File: config.mk
export PLATFORM = sky130hd
export DESIGN_NAME = shared_budget_enforcer
export DESIGN_NICKNAME = d
export VERILOG_FILES = /design/src/rtl/bbe_pkg.sv /design/src/rtl/bbe_cfg_regs.sv /design/src/rtl/bbe_win_decode.sv /design/src/rtl/bbe_budget_ctr.sv /design/src/rtl/shared_budget_enforcer.sv
export SDC_FILE = /design/constraint.sdc
export NUM_CORES = 1
export LEC_CHECK = 0
export BUFFER_PORTS_ARGS = -buffer_cell sky130_fd_sc_hd__buf_2
export CORE_ASPECT_RATIO = 1.5
export CORE_MARGIN = 5
export CORE_UTILIZATION = 60
export DETAILED_ROUTE_END_ITERATION = 8
export PLACE_DENSITY = 0.86
export SLEW_MARGIN = 10
export SYNTH_ARGS = -nofsm -noshare
export SYNTH_HDL_FRONTEND = slang
export SYNTH_SLANG_ARGS = --single-unit
export TNS_END_PERCENT = 100
File: constraint.sdc
create_clock -name clk -period 19.91 [get_ports clk]
set_input_delay 1.991 -clock clk [delete_from_list [all_inputs] [get_ports clk]]
set_output_delay 1.991 -clock clk [all_outputs]
set_load 0.01 [all_outputs]
File: src/rtl/bbe_pkg.sv
package bbe_pkg;
  // window field codes (address bits 1:0 when bit 4 is 0)
  localparam logic [1:0] FLD_START = 2'd0;
  localparam logic [1:0] FLD_END   = 2'd1;
  localparam logic [1:0] FLD_ALLOW = 2'd2;
  // global register codes (address bits 1:0 when bit 4 is 1)
  localparam logic [1:0] GLB_FRAME  = 2'd0;
  localparam logic [1:0] GLB_MARGIN = 2'd1;
  localparam logic [1:0] GLB_CAP    = 2'd2;
  localparam logic [1:0] GLB_CMD    = 2'd3;
  localparam int CMD_RUN_BIT = 0;
  localparam int CMD_CLR_BIT = 1;
endpackage

File: src/rtl/bbe_cfg_regs.sv
module bbe_cfg_regs
  import bbe_pkg::*;
#(
  parameter int NWIN = 4,
  parameter int W    = 16,
  parameter int IW   = 2,
  parameter int AW   = IW + 3
) (
  input  logic                      clk,
  input  logic                      rst,
  input  logic                      cfg_we,
  input  logic [AW-1:0]             cfg_addr,
  input  logic [W-1:0]              cfg_wdata,
  output logic [NWIN-1:0][W-1:0]    win_start,
  output logic [NWIN-1:0][W-1:0]    win_end,
  output logic [NWIN-1:0][W-1:0]    win_allow,
  output logic [W-1:0]              frame_len,
  output logic [W-1:0]              margin,
  output logic                      run_en,
  output logic                      clr_sticky,
  output logic                      cfg_err
);
  localparam int SW = W + IW + 1;

  logic          glb_sel;
  logic [1:0]    fld;
  logic [IW-1:0] wsel;
  logic [W-1:0]  capacity;
  logic [SW-1:0] allow_sum;

  assign glb_sel = cfg_addr[AW-1];
  assign fld     = cfg_addr[1:0];
  assign wsel    = cfg_addr[AW-2:2];

  for (genvar i = 0; i < NWIN; i++) begin : g_win
    always_ff @(posedge clk) begin
      if (rst) begin
        win_start[i] <= '0;
        win_end[i]   <= '0;
        win_allow[i] <= '0;
      end else if (cfg_we && !glb_sel && wsel == IW'(i)) begin
        case (fld)
          FLD_START: win_start[i] <= cfg_wdata;
          FLD_END:   win_end[i]   <= cfg_wdata;
          FLD_ALLOW: win_allow[i] <= cfg_wdata;
          default: ;
        endcase
      end
    end
  end

  always_ff @(posedge clk) begin
    if (rst) begin
      frame_len <= '0;
      margin    <= '0;
      capacity  <= '0;
      run_en    <= 1'b0;
    end else if (cfg_we && glb_sel) begin
      case (fld)
        GLB_FRAME:  frame_len <= cfg_wdata;
        GLB_MARGIN: margin    <= cfg_wdata;
        GLB_CAP:    capacity  <= cfg_wdata;
        default:    run_en    <= cfg_wdata[CMD_RUN_BIT];
      endcase
    end
  end

  assign clr_sticky = cfg_we && glb_sel && fld == GLB_CMD && cfg_wdata[CMD_CLR_BIT];

  always_comb begin
    allow_sum = '0;
    for (int i = 0; i < NWIN; i++)
      if (win_start[i] < win_end[i]) allow_sum = allow_sum + SW'(win_allow[i]);
  end

  always_ff @(posedge clk) begin
    if (rst) cfg_err <= 1'b0;
    else     cfg_err <= allow_sum > SW'(capacity);
  end
endmodule

File: src/rtl/bbe_win_decode.sv
module bbe_win_decode #(
  parameter int NWIN = 4,
  parameter int W    = 16,
  parameter int IW   = 2
) (
  input  logic                   clk,
  input  logic                   rst,
  input  logic                   run_en,
  input  logic                   tick,
  input  logic [W-1:0]           frame_len,
  input  logic [NWIN-1:0][W-1:0] win_start,
  input  logic [NWIN-1:0][W-1:0] win_end,
  output logic                   act_now,
  output logic [IW-1:0]          idx_now,
  output logic                   enter_now,
  output logic                   act_q,
  output logic [IW-1:0]          idx_q
);
  logic [W-1:0]    slot;
  logic            wrap_q;
  logic            last_slot;
  logic [NWIN-1:0] in_win;

  assign last_slot = ({1'b0, slot} + (W+1)'(1)) >= {1'b0, frame_len};

  always_ff @(posedge clk) begin
    if (rst || !run_en) begin
      slot   <= '0;
      wrap_q <= 1'b0;
    end else if (tick) begin
      slot   <= last_slot ? '0 : slot + 1'b1;
      wrap_q <= last_slot;
    end else begin
      wrap_q <= 1'b0;
    end
  end

  for (genvar i = 0; i < NWIN; i++) begin : g_cmp
    assign in_win[i] = run_en && (win_start[i] < win_end[i]) &&
                       (slot >= win_start[i]) && (slot < win_end[i]);
  end

  always_comb begin
    idx_now = '0;
    for (int i = NWIN - 1; i >= 0; i--)
      if (in_win[i]) idx_now = IW'(i);
  end

  assign act_now   = |in_win;
  assign enter_now = act_now && (!act_q || idx_now != idx_q || wrap_q);

  always_ff @(posedge clk) begin
    if (rst) begin
      act_q <= 1'b0;
      idx_q <= '0;
    end else begin
      act_q <= act_now;
      idx_q <= idx_now;
    end
  end

  assert_timer_hold_R1: assert property (@(posedge clk) disable iff (rst)
    (run_en && !tick) |=> $stable(slot));
  assert_idle_index_R1: assert property (@(posedge clk) disable iff (rst)
    !act_now |=> (idx_q == '0));
endmodule

File: src/rtl/bbe_budget_ctr.sv
module bbe_budget_ctr #(
  parameter int W = 16
) (
  input  logic         clk,
  input  logic         rst,
  input  logic         req_valid,
  input  logic         act_q,
  input  logic         act_now,
  input  logic         enter_now,
  input  logic [W-1:0] thr,
  input  logic         clr_sticky,
  output logic         grant_q,
  output logic         irq_q,
  output logic         sticky_q,
  output logic [W-1:0] cnt_q
);
  logic         susp_q;
  logic         acc;
  logic         hit;
  logic         susp_nx;
  logic [W-1:0] cnt1;

  assign acc     = req_valid && grant_q;
  assign cnt1    = (act_q && acc && cnt_q != '1) ? cnt_q + 1'b1 : cnt_q;
  assign hit     = act_q && !susp_q && (cnt1 >= thr);
  assign susp_nx = susp_q || hit;

  always_ff @(posedge clk) begin
    if (rst) begin
      cnt_q    <= '0;
      susp_q   <= 1'b0;
      grant_q  <= 1'b0;
      irq_q    <= 1'b0;
      sticky_q <= 1'b0;
    end else begin
      irq_q    <= hit;
      sticky_q <= hit || (sticky_q && !clr_sticky);
      if (enter_now) begin
        cnt_q   <= '0;
        susp_q  <= 1'b0;
        grant_q <= 1'b1;
      end else begin
        cnt_q   <= cnt1;
        susp_q  <= susp_nx;
        grant_q <= act_now && !susp_nx;
      end
    end
  end

  assert_block_after_hit_R5: assert property (@(posedge clk) disable iff (rst)
    (hit && !enter_now) |=> !grant_q);
  assert_irq_sets_sticky_R6: assert property (@(posedge clk) disable iff (rst)
    irq_q |-> sticky_q);
  assert_count_step_R3: assert property (@(posedge clk) disable iff (rst)
    (act_q && !enter_now && req_valid && grant_q && cnt_q != '1) |=> cnt_q == $past(cnt_q) + 1'b1);
  assert_gap_no_count_R9: assert property (@(posedge clk) disable iff (rst)
    (!act_q && !enter_now) |=> $stable(cnt_q));
  assert_clear_on_entry_R4: assert property (@(posedge clk) disable iff (rst)
    enter_now |=> cnt_q == '0);
endmodule

File: src/rtl/shared_budget_enforcer.sv
module shared_budget_enforcer
  import bbe_pkg::*;
#(
  parameter int NWIN = 4,
  parameter int W    = 16,
  localparam int IW  = (NWIN > 1) ? $clog2(NWIN) : 1,
  localparam int AW  = IW + 3
) (
  input  logic          clk,
  input  logic          rst,
  input  logic          tick,
  input  logic          req_valid,
  input  logic          cfg_we,
  input  logic [AW-1:0] cfg_addr,
  input  logic [W-1:0]  cfg_wdata,
  output logic          grant_en,
  output logic          irq,
  output logic          stat_sticky,
  output logic [W-1:0]  stat_count,
  output logic [IW-1:0] stat_window,
  output logic          stat_active,
  output logic          stat_cfg_err
);
  logic [NWIN-1:0][W-1:0] win_start, win_end, win_allow;
  logic [W-1:0]  frame_len, margin, allow_sel, thr;
  logic          run_en, clr_sticky;
  logic          act_now, enter_now, act_q;
  logic [IW-1:0] idx_now, idx_q;

  bbe_cfg_regs #(.NWIN(NWIN), .W(W), .IW(IW), .AW(AW)) u_cfg (
    .clk(clk), .rst(rst), .cfg_we(cfg_we), .cfg_addr(cfg_addr), .cfg_wdata(cfg_wdata),
    .win_start(win_start), .win_end(win_end), .win_allow(win_allow),
    .frame_len(frame_len), .margin(margin), .run_en(run_en),
    .clr_sticky(clr_sticky), .cfg_err(stat_cfg_err)
  );

  bbe_win_decode #(.NWIN(NWIN), .W(W), .IW(IW)) u_dec (
    .clk(clk), .rst(rst), .run_en(run_en), .tick(tick), .frame_len(frame_len),
    .win_start(win_start), .win_end(win_end), .act_now(act_now), .idx_now(idx_now),
    .enter_now(enter_now), .act_q(act_q), .idx_q(idx_q)
  );

  assign allow_sel = win_allow[idx_q];
  assign thr       = (allow_sel > margin) ? allow_sel - margin : '0;

  bbe_budget_ctr #(.W(W)) u_ctr (
    .clk(clk), .rst(rst), .req_valid(req_valid), .act_q(act_q), .act_now(act_now),
    .enter_now(enter_now), .thr(thr), .clr_sticky(clr_sticky),
    .grant_q(grant_en), .irq_q(irq), .sticky_q(stat_sticky), .cnt_q(stat_count)
  );

  assign stat_window = idx_q;
  assign stat_active = act_q;

  assert_no_grant_in_gap_R2: assert property (@(posedge clk) disable iff (rst)
    !stat_active |-> !grant_en);
endmodule

Yosys cells after proc, flatten, opt, wreduce, memory -nomap -nowiden
Cells that the tools add are included.

Flip-flop bits (word level): 282.

$lt $le $gt $ge: 17. Equal/unequal tests: 8. Bitwise logic cells: 2. Reductions and logical operators: 61. Add/sub/neg operators: 7. Muxes and demuxes: 14.

Operator list (number): 16-bit less-than comparator (8); 16-bit >= comparator (5); 16-bit 2-to-1 mux (5); 19-bit 2-to-1 mux (3); 19-bit by 16-bit adder with 19-bit output (2); 16-bit by 1-bit adder with 16-bit output, second input constant (2); 16-bit binary-select mux with 2-bit select (1); 2-bit AND reduction (16); 1-bit logical AND (28); 19-bit by 16-bit > comparator with 1-bit output (1); 16-bit by 1-bit adder with 17-bit output, second input constant (1); 16-bit by 16-bit adder with 17-bit output (1); 17-bit by 16-bit >= comparator with 1-bit output (1); 16-bit > comparator (1); 16-bit inequality test, second input constant (1); 16-bit subtractor (1); 2-bit == test, second input constant (4); 2-bit 2-to-1 mux (4); 1-bit zero test (6); 1-bit logical OR (5); 2-bit by 1-bit == test with 1-bit output, second input constant (2); 2-bit zero test (2); 2-bit OR reduction (2); 4-bit OR reduction (1); 5 further kinds (6).

Depth between registers and ports, before layout
Depth in word-level cells: 13. Mapped depth: 42. Mapped depth without buffers: 41.

Hierarchy
Synthesis repeated with hierarchy kept, for this count alone.

Cells, all modules: 2882. Area, all modules: 22188.8 um^2.

By module, submodules not included: bbe_cfg_regs (area each 13525.5 um^2, sequential area each 4844.6 um^2, times used 1, cells an instance 1775); bbe_win_decode (area each 5866.9 um^2, sequential area each 400.4 um^2, times used 1, cells an instance 776); shared_budget_enforcer (area each 1422.6 um^2, sequential area each 0.0 um^2, times used 1, cells an instance 167); bbe_budget_ctr (area each 1373.8 um^2, sequential area each 400.4 um^2, times used 1, cells an instance 164).

Worst setup path before layout
Ideal clock, no wire load.

Kind: register to register. Start point: register u_cfg.win_end[4] (netlist bit). End point: register u_cfg.cfg_err. Setup slack: 11.850 ns. Clock period less this slack: 8.060 ns. Stages on the path, launching flop included: 40. Arrival: 7.928 ns. Cells stage by stage: dfxtp_1 inv_1 ha_1 a211oi_2 o21ai_1 a31o_4 a21oi_2 buf_2 and2_1 ha_1 a21o_1 a21o_1 a211oi_2 a2111oi_4 nor3_1 a211oi_1 nor3_1 xnor2_1 [... 4 more ...] and2_1 a221o_1 xor2_1 mux2_2 ha_1 a21oi_1 nand2_1 o21ai_1 o21ai_0 and3_1 or3_1 and3_1 a221o_1 ha_1 nand3_1 or4_1 a21oi_1 a21oi_1.

Cells in the longest elaborated chain, start to end: 9.

RTL lines: start: declaration (line bbe_cfg_regs.sv:15) `output logic [NWIN-1:0][W-1:0] win_end,`; start signal: indexed assignment (line bbe_cfg_regs.sv:44) `FLD_END: win_end[i] <= cfg_wdata;`; 16-bit less-than comparator * (line bbe_cfg_regs.sv:73) `if (win_start[i] < win_end[i]) allow_sum = allow_sum + SW'(win_allow[i]);`; 16-bit 2-to-1 mux * (line bbe_cfg_regs.sv:73); 16-bit by 16-bit adder with 17-bit output (line bbe_cfg_regs.sv:73); 19-bit 2-to-1 mux * (line bbe_cfg_regs.sv:73); 19-bit by 16-bit adder with 19-bit output (line bbe_cfg_regs.sv:73); 19-bit 2-to-1 mux * (line bbe_cfg_regs.sv:73); 19-bit by 16-bit adder with 19-bit output (line bbe_cfg_regs.sv:73); 19-bit 2-to-1 mux * (line bbe_cfg_regs.sv:73); 19-bit by 16-bit > comparator with 1-bit output * (line bbe_cfg_regs.sv:78) `else cfg_err <= allow_sum > SW'(capacity);`; end signal: assignment (line bbe_cfg_regs.sv:78); end: declaration (line bbe_cfg_regs.sv:21) `output logic cfg_err`.

Every way passes the cells marked *; elsewhere a longest branch is shown, timed or not. A chain may end at the register's enable or synchronous reset.

Final worst setup path
Same ends and word-level chain as after synthesis.

==> results.sh <==
export IMPL_post_cts_resized=0
export IMPL_maxCapViolations=0
export IMPL_worstSetupPathType="reg -> reg"
export IMPL_clock_latency_ns=0.58
export IMPL_cts_buffer_depth=3
export IMPL_finalSetupViolations=0
export IMPL_grt_max_degree=110
export IMPL_clock_sinks=282
export IMPL_p_per_area_mw_per_mm2=60.1
export IMPL_hold_class="reg -> reg"
export IMPL_avgSynthCellArea_sq_um=7.78
export IMPL_synth_ff_type="dfxtp_1"
export IMPL_coreArea_sq_mm=0.0332
export IMPL_status="finished, final reports clean"
export IMPL_pre_cts_ws_ns=10.79
export IMPL_initial_core_util=0.602
export IMPL_crit_top_cell="ha_1"
export IMPL_chipWidth_um=159
export IMPL_crit_buf_inv=2
export IMPL_track_usage=0.310
export IMPL_vias=18800
export IMPL_htreeDepth=1
export IMPL_num_nets_final=2895
export IMPL_final_common_cell="nand2_1"
export IMPL_p_leak_nw=8.84
export IMPL_slew_viol_final=0
export IMPL_fp_row_count=82
export IMPL_synth_area_sq_mm=0.0200
export IMPL_final_cell_mix="nand2_1 (579), a21oi_1 (340), ha_1 (302)"
export IMPL_rsz0062_at_grt="no"
export IMPL_async_flop_share=0
export IMPL_gr_total_overflow=0
export IMPL_end_kind="flip-flop"
export IMPL_setup_tns_ns=0
export IMPL_totalWireLength_um=60100
export IMPL_synth_cell_type_count=80
export IMPL_drt_iter0_drc=1466
export IMPL_arrival_ns=9.60
export IMPL_gp_congestion=0.979
export IMPL_syn_to_final_growth_pct=7.25
export IMPL_holdWs_ns=0.455
export IMPL_worstSetupStartpointType="flip-flop"
export IMPL_skew_ns=0.0295
export IMPL_ant_nets=0
export IMPL_worst_pin_slew_ns=1.21
export IMPL_ctsHoldBuffers=0
export IMPL_p_total_mw=1.29
export IMPL_grt_pass1_wl_um=93100
export IMPL_yosys_warnings=0
export IMPL_grt_pass1_vias=18600
export IMPL_hold_viol_final=0
export IMPL_layout_setup_ws_ns=10.70
export IMPL_hpwl_um=42900
export IMPL_dr_pass1_iters=8
export IMPL_portBuffers=48
export IMPL_final_core_util=0.646
export IMPL_slowest_delay_ns=0.66
export IMPL_ys_ff_latch=282
export IMPL_cts_buffers_inserted=28
export IMPL_critPathSlowestCell="a21oi_2"
export IMPL_period_share=0.463
export IMPL_synth_edff_count=0
export IMPL_drive_above_1_share=0.0705
export IMPL_syn_num_nets=2905
export IMPL_routedWlPerCell_um=20.0
export IMPL_slew_headroom=0.192
export IMPL_path_clk_slew_ns=0.06
export IMPL_drt_vias_per_instance=6.25
export IMPL_finalCriticalPeriod_ns=9.21
export IMPL_root_buffer="clkbuf_16"
export IMPL_drc=0
export IMPL_antenna_found_initial=2
export IMPL_postCtsSetupBuffers=0
export IMPL_cp_data_required_time_ns=20.30
export IMPL_ys_seq_area_frac=0.282
export IMPL_synth_cells=2573
export IMPL_cts_tree="yes"
export IMPL_io_pin_count=49
export IMPL_crit_fanout=19
export IMPL_ir_worst_vdd_uv=63.5
export IMPL_n_fill_cell=2765
export IMPL_fmax_mhz=109
export IMPL_die_area_sq_mm=0.0372
export IMPL_critPathTopFamily="compound AO/OA/AOI/OAI gates"
export IMPL_die_height_um=234
## per-stage QoR
stage | area [sq um] | std cells
finish | 21500 | 3004
global placement | 20500 | 2953
detailed placement | 20500 | 2953
global route | 21500 | 3002
floorplan | 20000 | 2573
CTS | 21500 | 3002
## sequential cells by signal (all words and copies together) (netlist names)
name,flops
u_cfg.capacity,16
u_cfg.cfg_err,1
u_cfg.frame_len,16
u_cfg.margin,16
u_cfg.run_en,1
u_cfg.win_allow,64
u_cfg.win_end,64
u_cfg.win_start,64
u_ctr.cnt_q,16
u_ctr.grant_q,1
u_ctr.irq_q,1
u_ctr.sticky_q,1
u_ctr.susp_q,1
u_dec.act_q,1
u_dec.idx_q,2
u_dec.slot,16
u_dec.wrap_q,1
## cells by family after synthesis
group	after synthesis	synth area share
mux	41	0.0323
fa+ha+maj	306	0.193
flops	282	0.282
buf+inv	314	0.0611
simple gates	900	0.196
xor+xnor	82	0.0359
compound gates	648	0.199
## worst register-to-register path: cells and delay by family, from the launching register on
kind                     cells  cell delay [ns]
AO/OA/AOI/OAI               17             4.08
XOR/XNOR                     2             0.23
adder cells (fa/ha/maj)      5             1.45
buffers and inverters        2             0.15
flip-flops                   1             0.33
multiplexers                 1             0.28
AND/OR/NAND/NOR             11             2.52
## synthesized netlist by cell type (5+ instances only)
library cell,n,area (sq um)
nand3b_1,6,45.0
mux4_2,16,360
nor3_1,30,150
o211ai_1,7,52.6
a211o_1,5,43.8
and3_1,27,169
nand4_1,24,150
clkbuf_1,94,353
o21bai_1,8,60.1
nor2b_1,29,181
o31ai_1,9,67.6
ha_1,302,3780
nand3_1,34,170
a211oi_1,15,113
inv_1,209,785
a21boi_0,5,37.5
nand2b_1,32,200
a21o_1,71,533
o21a_1,23,173
nor4_1,6,37.5
o21ai_0,73,365
xnor2_1,46,403
a211oi_2,5,62.6
nor2_1,89,334
and2_1,19,119
a22o_1,6,52.6
mux2_2,17,191
o21ai_1,12,60.1
nor3b_1,5,37.5
a21oi_1,340,1700
a31oi_1,11,68.8
or2_2,5,31.3
mux2i_1,5,50.1
xor2_1,36,315
nand2_1,579,2170
dfxtp_1,282,5650
## path summary, 6_finish.rpt
kind	start	end	cells past startpoint	slack, ns
setup / recovery	u_cfg.win_end[4]	u_cfg.cfg_err	38	10.70
hold / removal	u_cfg.capacity[15]	u_cfg.capacity[15]	2	0.45
setup reg to reg	u_cfg.win_end[4]	u_cfg.cfg_err	38	10.70
hold reg to reg	u_cfg.capacity[15]	u_cfg.capacity[15]	2	0.45
## per-layer routing
metal,vias up,routed length (um),GRT usage
met3,321,4030,0.0413
met2,840,29300,0.556
met1,8784,20800,0.315
li1,8830,-,-
met5,-,13,0
met4,2,6020,0.266
## power by group
part	total, mW	switching [mW]	internal (mW)
Combinational	0.160	0.103	0.0576
Sequential	0.574	0.00425	0.570
Clock	0.556	0.234	0.323
Total	1.29	0.341	0.950
## cell type report
| cell class | count | area (sq um) | area share |
|---|---|---|---|
| multi-input cells | 1977 | 13200 | 0.614 |
| flip-flops and latches | 282 | 5650 | 0.263 |
| clock buffers | 38 | 808 | 0.0377 |
| inverters | 209 | 785 | 0.0365 |
| well taps | 420 | 526 | 0.0245 |
| repair buffers | 65 | 374 | 0.0174 |
| clock inverters | 11 | 149 | 0.00694 |
| diodes | 2 | 5.00 | 0.000233 |
(Power assumes the default switching activity.)
